==> src/rtl/sdr_seq_pkg.sv <==
// Shared types for the single-bank SDRAM access sequencer.
// Command codes are packed as {cs_n, ras_n, cas_n, we_n}.
package sdr_seq_pkg;

    typedef enum logic [3:0] {
        CMD_NOP = 4'b0111,
        CMD_ACT = 4'b0011,
        CMD_RD  = 4'b0101,
        CMD_WR  = 4'b0100,
        CMD_PRE = 4'b0010
    } sdr_cmd_e;

    typedef enum logic [2:0] {
        ST_IDLE,
        ST_ACT,
        ST_RCD,
        ST_COL,
        ST_TAIL,
        ST_PRE
    } seq_state_e;

endpackage

==> src/rtl/sdr_gap_timer.sv <==
// Minimum-interval timer.
// Loading on `start` makes `done` go low and stay low for LIMIT-1 cycles,
// counting the cycle right after the start.
// Assumes LIMIT >= 1. Reset leaves the timer expired.
module sdr_gap_timer #(
    parameter int LIMIT = 9
) (
    input  logic clk,
    input  logic rst_n,
    input  logic start,
    output logic done
);
    localparam int CNT_W = $clog2(LIMIT + 1);

    logic [CNT_W-1:0] cnt;

    // Load on start, otherwise count down to zero.
    always_ff @(posedge clk) begin
        if (!rst_n) begin
            cnt <= '0;
        end else if (start) begin
            cnt <= CNT_W'(LIMIT - 1);
        end else if (cnt != '0) begin
            cnt <= cnt - 1'b1;
        end
    end

    assign done = (cnt == '0);

endmodule

==> src/rtl/sdr_rd_capture.sv <==
// Read-beat capture.
// `beat_in` is high during each cycle that stands for a read beat, aligned
// with the read command. The flag goes through a short shift line and picks
// tap 2 or tap 3, so bus data is sampled L cycles after each beat flag and
// shown one cycle later. `busy` stays high while any beat is still pending.
// Assumes cl3 is constant while busy.
module sdr_rd_capture #(
    parameter int DQ_W  = 16,
    parameter int BURST = 4
) (
    input  logic            clk,
    input  logic            rst_n,
    input  logic            beat_in,
    input  logic            cl3,
    input  logic [DQ_W-1:0] dq_in,
    output logic [DQ_W-1:0] rd_data,
    output logic            rd_valid,
    output logic            busy
);
    localparam int MAX_CL = 3;
    localparam int RUN_W  = $clog2(BURST + 1);

    logic [MAX_CL:1] pipe;
    logic            hit;

    // Delay line of beat flags, one stage per clock.
    always_ff @(posedge clk) begin
        if (!rst_n) begin
            pipe <= '0;
        end else begin
            pipe <= {pipe[MAX_CL-1:1], beat_in};
        end
    end

    assign hit = cl3 ? pipe[3] : pipe[2];

    // Sample the bus on the latency-selected tap.
    always_ff @(posedge clk) begin
        if (!rst_n) begin
            rd_data  <= '0;
            rd_valid <= 1'b0;
        end else begin
            rd_valid <= hit;
            if (hit) begin
                rd_data <= dq_in;
            end
        end
    end

    assign busy = beat_in | pipe[1] | pipe[2] | (cl3 & pipe[3]);

    // Checker state: length of the current run of valid beats.
    logic [RUN_W-1:0] run_len;
    always_ff @(posedge clk) begin
        if (!rst_n) begin
            run_len <= '0;
        end else if (rd_valid) begin
            run_len <= run_len + 1'b1;
        end else begin
            run_len <= '0;
        end
    end

    AST_RD_BURST_LEN: assert property (@(posedge clk) disable iff (!rst_n)
        rd_valid |-> (run_len < RUN_W'(BURST)));

endmodule

==> src/rtl/sdr_seq_ctrl.sv <==
// Command sequencer for one access:
//   activate -> wait -> column read/write -> tail wait -> precharge -> idle.
// Outputs are decoded from registered state, so each command holds for
// exactly one cycle.
// Write words are latched at accept and driven on the bus starting with the
// write command.
// Assumes T_RCD >= 2, T_RDL >= 1, BURST >= 2, COL_W <= 10 < ROW_W.
module sdr_seq_ctrl
    import sdr_seq_pkg::*;
#(
    parameter int ROW_W  = 13,
    parameter int COL_W  = 9,
    parameter int BANK_W = 2,
    parameter int DQ_W   = 16,
    parameter int BURST  = 4,
    parameter int T_RCD  = 2,
    parameter int T_RDL  = 2
) (
    input  logic                  clk,
    input  logic                  rst_n,
    input  logic                  accept,
    input  logic                  req_write,
    input  logic [BANK_W-1:0]     req_bank,
    input  logic [ROW_W-1:0]      req_row,
    input  logic [COL_W-1:0]      req_col,
    input  logic [BURST*DQ_W-1:0] req_wdata,
    output sdr_cmd_e              cmd,
    output logic [ROW_W-1:0]      addr,
    output logic [BANK_W-1:0]     ba,
    output logic [DQ_W-1:0]       dq_out,
    output logic                  dq_oe,
    output logic                  rd_beat,
    output logic                  idle
);
    localparam int AP_BIT  = 10;
    localparam int IDX_W   = $clog2(BURST);
    localparam int TAIL_RD = BURST - 1;
    localparam int TAIL_WR = BURST - 2 + T_RDL;
    localparam int CNT_W   = $clog2(BURST + T_RDL + T_RCD + 2);
    localparam int AGE_MAX = T_RCD + BURST + T_RDL + 2;
    localparam int AGE_W   = $clog2(AGE_MAX + 1);

    seq_state_e              state;
    logic [CNT_W-1:0]        cnt;
    logic [IDX_W-1:0]        beat_left;
    logic                    wr_q;
    logic [BANK_W-1:0]       bank_q;
    logic [ROW_W-1:0]        row_q;
    logic [COL_W-1:0]        col_q;
    logic [BURST*DQ_W-1:0]   wdata_q;
    logic                    beat_on;
    logic [IDX_W-1:0]        beat_idx;

    // Step through the access and latch the request at accept.
    always_ff @(posedge clk) begin
        if (!rst_n) begin
            state     <= ST_IDLE;
            cnt       <= '0;
            beat_left <= '0;
            wr_q      <= 1'b0;
            bank_q    <= '0;
            row_q     <= '0;
            col_q     <= '0;
            wdata_q   <= '0;
        end else begin
            if (state != ST_COL && beat_left != '0) begin
                beat_left <= beat_left - 1'b1;
            end
            case (state)
                ST_IDLE: begin
                    if (accept) begin
                        state   <= ST_ACT;
                        wr_q    <= req_write;
                        bank_q  <= req_bank;
                        row_q   <= req_row;
                        col_q   <= req_col;
                        wdata_q <= req_wdata;
                    end
                end
                ST_ACT: begin
                    state <= ST_RCD;
                    cnt   <= CNT_W'(T_RCD - 1);
                end
                ST_RCD: begin
                    if (cnt == CNT_W'(1)) begin
                        state <= ST_COL;
                    end else begin
                        cnt <= cnt - 1'b1;
                    end
                end
                ST_COL: begin
                    state     <= ST_TAIL;
                    cnt       <= wr_q ? CNT_W'(TAIL_WR) : CNT_W'(TAIL_RD);
                    beat_left <= IDX_W'(BURST - 1);
                end
                ST_TAIL: begin
                    if (cnt == CNT_W'(1)) begin
                        state <= ST_PRE;
                    end else begin
                        cnt <= cnt - 1'b1;
                    end
                end
                default: begin
                    state <= ST_IDLE;
                end
            endcase
        end
    end

    // Decode the bus command and address from the current state.
    always_comb begin
        cmd  = CMD_NOP;
        addr = '0;
        case (state)
            ST_ACT: begin
                cmd  = CMD_ACT;
                addr = row_q;
            end
            ST_COL: begin
                cmd               = wr_q ? CMD_WR : CMD_RD;
                addr[COL_W-1:0]   = col_q;
                addr[AP_BIT]      = 1'b0;
            end
            ST_PRE: begin
                cmd          = CMD_PRE;
                addr[AP_BIT] = 1'b0;
            end
            default: begin
                cmd = CMD_NOP;
            end
        endcase
    end

    // Beat window: the column cycle plus BURST-1 more.
    always_comb begin
        beat_on  = (state == ST_COL) || (beat_left != '0);
        beat_idx = (beat_left == '0) ? '0 : IDX_W'(BURST - int'(beat_left));
    end

    assign ba      = bank_q;
    assign dq_out  = wdata_q[beat_idx*DQ_W +: DQ_W];
    assign dq_oe   = beat_on & wr_q;
    assign rd_beat = beat_on & ~wr_q;
    assign idle    = (state == ST_IDLE);

    // Checker state: cycles since the last activate and the last column command.
    logic [AGE_W-1:0] act_age;
    logic [AGE_W-1:0] col_age;
    always_ff @(posedge clk) begin
        if (!rst_n) begin
            act_age <= '0;
            col_age <= '0;
        end else begin
            if (cmd == CMD_ACT) begin
                act_age <= AGE_W'(1);
            end else if (act_age != AGE_W'(AGE_MAX)) begin
                act_age <= act_age + 1'b1;
            end
            if (cmd == CMD_RD || cmd == CMD_WR) begin
                col_age <= AGE_W'(1);
            end else if (col_age != AGE_W'(AGE_MAX)) begin
                col_age <= col_age + 1'b1;
            end
        end
    end

    AST_RCD_MET: assert property (@(posedge clk) disable iff (!rst_n)
        (cmd == CMD_RD || cmd == CMD_WR) |-> (act_age == AGE_W'(T_RCD)));

    AST_RDL_MET: assert property (@(posedge clk) disable iff (!rst_n)
        (cmd == CMD_PRE && wr_q) |-> (col_age == AGE_W'(BURST - 1 + T_RDL)));

    AST_RD_PRE_AFTER_BURST: assert property (@(posedge clk) disable iff (!rst_n)
        (cmd == CMD_PRE && !wr_q) |-> (col_age == AGE_W'(BURST)));

    AST_OE_STARTS_ON_WRITE: assert property (@(posedge clk) disable iff (!rst_n)
        $rose(dq_oe) |-> (cmd == CMD_WR));

endmodule

==> src/rtl/sdr_bank_seq.sv <==
// Top of the single-bank SDRAM access sequencer.
// Combines the command sequencer, the row-cycle timer and the read capture.
// `ready` is high only when the sequencer is idle, T_RC has passed since the
// last activate, and no read beats are pending.
// Assumes request fields are stable while req_valid waits and cl_sel3
// changes only while idle.
module sdr_bank_seq
    import sdr_seq_pkg::*;
#(
    parameter int ROW_W  = 13,
    parameter int COL_W  = 9,
    parameter int BANK_W = 2,
    parameter int DQ_W   = 16,
    parameter int BURST  = 4,
    parameter int T_RCD  = 2,
    parameter int T_RC   = 9,
    parameter int T_RDL  = 2
) (
    input  logic                  clk,
    input  logic                  rst_n,
    input  logic                  cl_sel3,
    input  logic                  req_valid,
    input  logic                  req_write,
    input  logic [BANK_W-1:0]     req_bank,
    input  logic [ROW_W-1:0]      req_row,
    input  logic [COL_W-1:0]      req_col,
    input  logic [BURST*DQ_W-1:0] req_wdata,
    output logic                  ready,
    output logic [DQ_W-1:0]       rd_data,
    output logic                  rd_valid,
    output logic                  sd_cke,
    output logic                  sd_cs_n,
    output logic                  sd_ras_n,
    output logic                  sd_cas_n,
    output logic                  sd_we_n,
    output logic [BANK_W-1:0]     sd_ba,
    output logic [ROW_W-1:0]      sd_addr,
    output logic [DQ_W/8-1:0]     sd_dqm,
    output logic [DQ_W-1:0]       sd_dq_out,
    output logic                  sd_dq_oe,
    input  logic [DQ_W-1:0]       sd_dq_in
);
    localparam int RC_AGE_MAX = T_RC + 1;
    localparam int RC_AGE_W   = $clog2(RC_AGE_MAX + 1);

    sdr_cmd_e cmd;
    logic     idle;
    logic     rc_done;
    logic     cap_busy;
    logic     rd_beat;
    logic     accept;

    assign ready  = idle & rc_done & ~cap_busy;
    assign accept = req_valid & ready;

    assign {sd_cs_n, sd_ras_n, sd_cas_n, sd_we_n} = cmd;
    assign sd_cke = 1'b1;
    assign sd_dqm = '0;

    sdr_seq_ctrl #(
        .ROW_W (ROW_W),
        .COL_W (COL_W),
        .BANK_W(BANK_W),
        .DQ_W  (DQ_W),
        .BURST (BURST),
        .T_RCD (T_RCD),
        .T_RDL (T_RDL)
    ) u_ctrl (
        .clk      (clk),
        .rst_n    (rst_n),
        .accept   (accept),
        .req_write(req_write),
        .req_bank (req_bank),
        .req_row  (req_row),
        .req_col  (req_col),
        .req_wdata(req_wdata),
        .cmd      (cmd),
        .addr     (sd_addr),
        .ba       (sd_ba),
        .dq_out   (sd_dq_out),
        .dq_oe    (sd_dq_oe),
        .rd_beat  (rd_beat),
        .idle     (idle)
    );

    sdr_gap_timer #(
        .LIMIT(T_RC)
    ) u_rc_timer (
        .clk  (clk),
        .rst_n(rst_n),
        .start(accept),
        .done (rc_done)
    );

    sdr_rd_capture #(
        .DQ_W (DQ_W),
        .BURST(BURST)
    ) u_capture (
        .clk     (clk),
        .rst_n   (rst_n),
        .beat_in (rd_beat),
        .cl3     (cl_sel3),
        .dq_in   (sd_dq_in),
        .rd_data (rd_data),
        .rd_valid(rd_valid),
        .busy    (cap_busy)
    );

    // Checker state: cycles since the last activate, saturating.
    logic [RC_AGE_W-1:0] rc_age;
    logic                act_seen;
    always_ff @(posedge clk) begin
        if (!rst_n) begin
            rc_age   <= '0;
            act_seen <= 1'b0;
        end else if (cmd == CMD_ACT) begin
            rc_age   <= RC_AGE_W'(1);
            act_seen <= 1'b1;
        end else if (rc_age != RC_AGE_W'(RC_AGE_MAX)) begin
            rc_age <= rc_age + 1'b1;
        end
    end

    AST_RC_MET: assert property (@(posedge clk) disable iff (!rst_n)
        (cmd == CMD_ACT && act_seen) |-> (rc_age >= RC_AGE_W'(T_RC)));

    AST_ACT_ON_ACCEPT: assert property (@(posedge clk) disable iff (!rst_n)
        (cmd == CMD_ACT) |-> $past(req_valid && ready));

    AST_NO_OE_WHILE_CAPTURING: assert property (@(posedge clk) disable iff (!rst_n)
        rd_valid |-> !sd_dq_oe);

endmodule

==> config.mk <==
export PLATFORM = sky130hd
export DESIGN_NAME = sdr_bank_seq
export DESIGN_NICKNAME = d
export VERILOG_FILES = /design/src/rtl/sdr_seq_pkg.sv /design/src/rtl/sdr_gap_timer.sv /design/src/rtl/sdr_rd_capture.sv /design/src/rtl/sdr_seq_ctrl.sv /design/src/rtl/sdr_bank_seq.sv
export SDC_FILE = /design/constraint.sdc
export NUM_CORES = 1
export LEC_CHECK = 0
export ABC_CLOCK_PERIOD_IN_PS = 2800
export BUFFER_PORTS_ARGS = -buffer_cell sky130_fd_sc_hd__buf_4
export CAP_MARGIN = 5
export CORE_AREA = 2 2 107 109
export CTS_CLUSTER_DIAMETER = 40
export CTS_CLUSTER_SIZE = 24
export DETAILED_ROUTE_END_ITERATION = 8
export DIE_AREA = 0 0 109 111
export PLACE_DENSITY = 0.79
export SETUP_SLACK_MARGIN = 0.05
export SLEW_MARGIN = 20
export SYNTH_ARGS = -nofsm -noshare
export SYNTH_HDL_FRONTEND = slang
export SYNTH_SLANG_ARGS = --single-unit
==> constraint.sdc <==
create_clock -name clk -period 2.8 [get_ports clk]
set_clock_uncertainty 0.05 [all_clocks]
set_input_delay 0.14 -clock clk [delete_from_list [all_inputs] [get_ports clk]]
set_output_delay 0.14 -clock clk [all_outputs]
set_load 0.1 [all_outputs]
==> results.md <==
- Summed over all layers, the global routing overflow is 0.
- The die extent in y is roughly 110 µm.
- The number of pins with negative max-slew slack in the final report is 0.
- The detailed-routing iteration count for the pre-antenna-repair pass is 5.
- The count of endpoints failing setup in the final report is 0.
- The period utilization is 0.902.
- Of the total synthesized cell area, the portion taken by AND, OR, NAND and NOR gates is 0.202.
- In the layout the commonest cells are sky130_fd_sc_hd__nand2_1, sky130_fd_sc_hd__buf_4, sky130_fd_sc_hd__dfxtp_1.
- The count of max-cap constraint violations is 0.
- The cell type contributing the most total cell area after synthesis is sky130_fd_sc_hd__dfxtp_1.
- The count of standard-cell rows is 39.
- Post-CTS repair changed the size of 0 cells.
- The H-tree depth is 4.
- The share of the synthesized area in compound gates (AO/OA/AOI/OAI) is 0.0792.
- The power per cell area is about 1100 nW/µm².
- The tree is rooted in a sky130_fd_sc_hd__clkbuf_16.
- After synthesis, the largest family of logic cells by area is multiplexers.
- The analysis attributes to net switching a power of between 3 and 4 mW.
- The clock drives 122 sinks.
- The layout has ~660 filler cells.
- The initial antenna violation count is 1.
- Of all nets on the critical path, the largest fanout is 23.
- The path class of the tightest hold or removal check is input pin to flip-flop.
- The fmax is between 300 and 400 MHz.
- The total via count in the routed design is about 5500.
- On the critical path the largest part of the delay comes from buffers and inverters.
- The worst supply voltage drop on vdd is between 1500 and 2000 µV.
- The wire length of the first global-routing pass is 27500 µm.
- TritonCTS created 17 clock buffers.
- For this run, design rule violations remaining after detail routing come to 0.
- The number of buffers added to fix hold violations after cts is ~100.
- The library cell appearing most often on the critical path is sky130_fd_sc_hd__buf_4.
- The register share of total power is 0.254.
- The first routing iteration left about 370 violations.
- The top cell type's share of synthesized area is 0.436.
- The XOR/XNOR share of the synthesized area is 0.00781.
- Detailed placement finished with a half-perimeter wire length of around 10000 µm.
- The worst setup path is captured at an output pin.
- The critical path in this run is classified as flip-flop to output pin.
- The number of synthesis warnings is 0.
- The CTS tree is yes.
- After detailed routing, the average wire length per cell comes to 16.6 µm.
- At the pin with the least slew margin, the transition time is roughly 1.1 ns.
- Data arrives at the worst endpoint at roughly 2.3 ns.
- The run finished with clean final reports.
- The area of the die is approximately 12000 µm².
- Summed over all cells, the static leakage comes to around 4.2 nW.
- The total power consumption of the routed design is 9.24 mW.
- From synthesis to final layout, the design area changed by 55.4%.
- Entering global routing, the biggest net connects 70 pins.
- The clock latency at the later pin of the worst-skew pair is ~0.41 ns.
- Routability-driven placement finished with a final weighted congestion of approximately 0.81.
- The post-synthesis cell count is 643.
- Counting both buffers and inverters, the worst setup path holds a total of 3.
- The number of global-route vias before repair is between 5000 and 6000.
- The number of hold-slack violations in the final timing report was 0.
- Among all stages on the critical path, the largest delay is contributed by sky130_fd_sc_hd__mux4_2.
- The count of flip-flops with a built-in enable after synthesis is 0.
- The clock slew seen by the registers of the worst setup and hold paths is about 0.05 ns.
- The sum of negative setup slack is 0 ns.
- The predominant post-synthesis flop cell is sky130_fd_sc_hd__dfxtp_1.
- For the worst setup path, the data required time is between 2 and 3 ns.
- The clock tree buffer depth is 2.
- The count of cell types in the netlist is between 40 and 50.
- The per-instance average area after synthesis is between 8 and 9 µm².
- The signal on the critical path passes through inv_1 -> ha_1 -> nor2b_2 -> buf_4 -> mux4_2 -> buf_4.
- The number of synthesized register bits is approximately 120.
- The switching portion of total power is 0.429.
- Using the TritonRoute via totals, the vias-per-cell ratio works out to ~5.3.
- After synthesis the cells add up to between 5000 and 6000 µm².
- The peak per-stage delay on the critical path is approximately 0.57 ns.
- The worst setup path is launched from a flip-flop.
- The count of input and output buffers is around 160.
- The initial utilization of the core area, before any placement, comes to 0.506.
- The internal power of the cells totals between 5 and 6 mW.
- Across every metal layer, demand over resource in global routing totals 0.297.
- After detailed routing, the total wire length is 17400 µm.
- In the synthesized netlist the async set-or-reset flop fraction comes to 0.
- The combinational power share is 0.481.
- Final hold analysis gives a worst-case slack of 0.0257 ns.
- The adder-cell area share of the yosys netlist is 0.0112.
- The core region is between 10000 and 15000 µm².
- The number of nets in the final layout is between 1000 and 1500.
- The relative max-transition margin is 0.253.
- The post-detailed-route count of antenna-violating nets is 0.
- Measured against the total synthesized area, the mux share comes to 0.207.
- Of the synthesized area, sequential elements account for 0.436.
- The I/O pin total is 166.
- The die extent in x is around 110 µm.
- The worst path needs 2.53 ns of the cycle, external delays included.
- After clock tree synthesis, the setup repair step added 0 buffers.
- The share of cells above drive strength 1 is 0.254.
- The part of the total power dissipated in the clock network is 0.265.
- Setup repair after global routing left no endpoint under its margin.
- The library cell used most frequently in the layout, excluding fill and tap cells, is sky130_fd_sc_hd__nand2_1.
- Ranked by total cell area, the synthesized netlist is headed by sky130_fd_sc_hd__dfxtp_1, sky130_fd_sc_hd__mux2i_1, sky130_fd_sc_hd__nand2_1.
[worst register-to-register path, stage by stage (launching register included)]
cell and delay, ns:
sky130_fd_sc_hd__dfxtp_1 0.33, sky130_fd_sc_hd__inv_1 0.09, sky130_fd_sc_hd__ha_1 0.17, sky130_fd_sc_hd__nor3b_4 0.31, sky130_fd_sc_hd__and3_1 0.22, sky130_fd_sc_hd__nand4_1 0.54
sky130_fd_sc_hd__buf_12 0.42, sky130_fd_sc_hd__mux2i_1 0.21
[per-layer routing]
layer  share of wire  track usage  wire, µm  up-vias
met4           0.050        0.171       872        0
met1            0.39        0.330      6720     2577
met5               0            0         0        -
li1                -            -         -     2637
met2            0.50        0.507      8780      225
met3           0.059       0.0752      1030       64
[final cells by class]
cell class	instances	area, µm²	area share
antenna	1	2.50	0.000287
clock buffer	24	502	0.0576
clock inverter	7	160	0.0184
inverter	11	41.3	0.00474
multi-input combinational	459	2960	0.340
sequential	122	2440	0.280
tap	143	179	0.0205
timing repair buffer	280	2420	0.278
[final timing paths]
kind | from | to | slack [ns] | depth (start not counted)
setup / recovery | u_ctrl.beat_left[0] | sd_dq_out[7] | 0.27 | 6
hold / removal | req_wdata[20] | u_ctrl.wdata_q[20] | 0.03 | 3
hold reg to reg | u_capture.rd_data[0] | u_capture.rd_data[0] | 0.40 | 2
setup reg to reg | u_rc_timer.cnt[0] | u_ctrl.col_q[0] | 0.38 | 7
[metrics by stage]
step / cell area [µm²] / setup WS, ns / util / cells
after floorplan: 5720 / 0.0674 / - / 645
after global placement: 7020 / 0.505 / 0.634 / 912
after detailed placement: 7020 / 0.426 / 0.634 / 912
after CTS: 8710 / 0.270 / 0.786 / 1046
after global routing: 8710 / 0.120 / 0.787 / 1047
final: 8710 / 0.274 / 0.787 / 1047
[flip-flops by register name (all words and copies together), names as in the netlist]
signal and count:
u_ctrl.wdata_q 64, u_ctrl.row_q 13, u_capture.rd_valid 1, u_ctrl.cnt 4, u_ctrl.col_q 9, u_ctrl.ba 2
u_ctrl.beat_left 2, u_rc_timer.cnt 4, u_capture.pipe 3, u_capture.rd_data 16, u_ctrl.wr_q 1, u_ctrl.state 3
[cell families (layout without fill, tap and decap cells)]
family / after synthesis / count (layout)
flip-flops: 122 / 122
AND/OR/NAND/NOR: 269 / 269
XOR/XNOR: 5 / 5
buffers and inverters: 64 / 322
adder cells (fa/ha/maj): 5 / 5
AO/OA/AOI/OAI: 69 / 69
other: 2 / 5
multiplexers: 107 / 107
[power by group through the flow]
stage,registers [mW],logic (mW),clock network [mW]
6_report,2.35,4.45,2.45
5_1_grt,2.38,4.67,2.56
4_1_cts,2.33,4.41,2.45
3_5_place_dp,2.36,4.26,0
3_3_place_gp,2.34,4.18,0
2_1_floorplan,2.47,3.25,0
[synthesized netlist by cell type, types with 2 or more instances]
master / count
sky130_fd_sc_hd__buf_2: 4
sky130_fd_sc_hd__nand3_1: 2
sky130_fd_sc_hd__buf_1: 3
sky130_fd_sc_hd__conb_1: 2
sky130_fd_sc_hd__mux4_2: 7
sky130_fd_sc_hd__a21oi_1: 31
sky130_fd_sc_hd__and2_1: 6
sky130_fd_sc_hd__a22o_1: 10
sky130_fd_sc_hd__or3_1: 3
sky130_fd_sc_hd__nor2b_1: 12
sky130_fd_sc_hd__nand2_1: 214
sky130_fd_sc_hd__mux2i_1: 99
sky130_fd_sc_hd__xor2_1: 2
sky130_fd_sc_hd__o21ai_0: 3
sky130_fd_sc_hd__dfxtp_1: 122
sky130_fd_sc_hd__inv_1: 10
sky130_fd_sc_hd__nand2b_1: 3
sky130_fd_sc_hd__nor2_1: 11
sky130_fd_sc_hd__nand4_1: 2
sky130_fd_sc_hd__ha_1: 5
sky130_fd_sc_hd__a211oi_1: 13
sky130_fd_sc_hd__xnor2_1: 3
sky130_fd_sc_hd__buf_4: 13
sky130_fd_sc_hd__and3_1: 3
sky130_fd_sc_hd__nor3_1: 5
sky130_fd_sc_hd__clkbuf_1: 31
sky130_fd_sc_hd__a21o_1: 2
No activity file was read; power rests on OpenSTA's default activity.
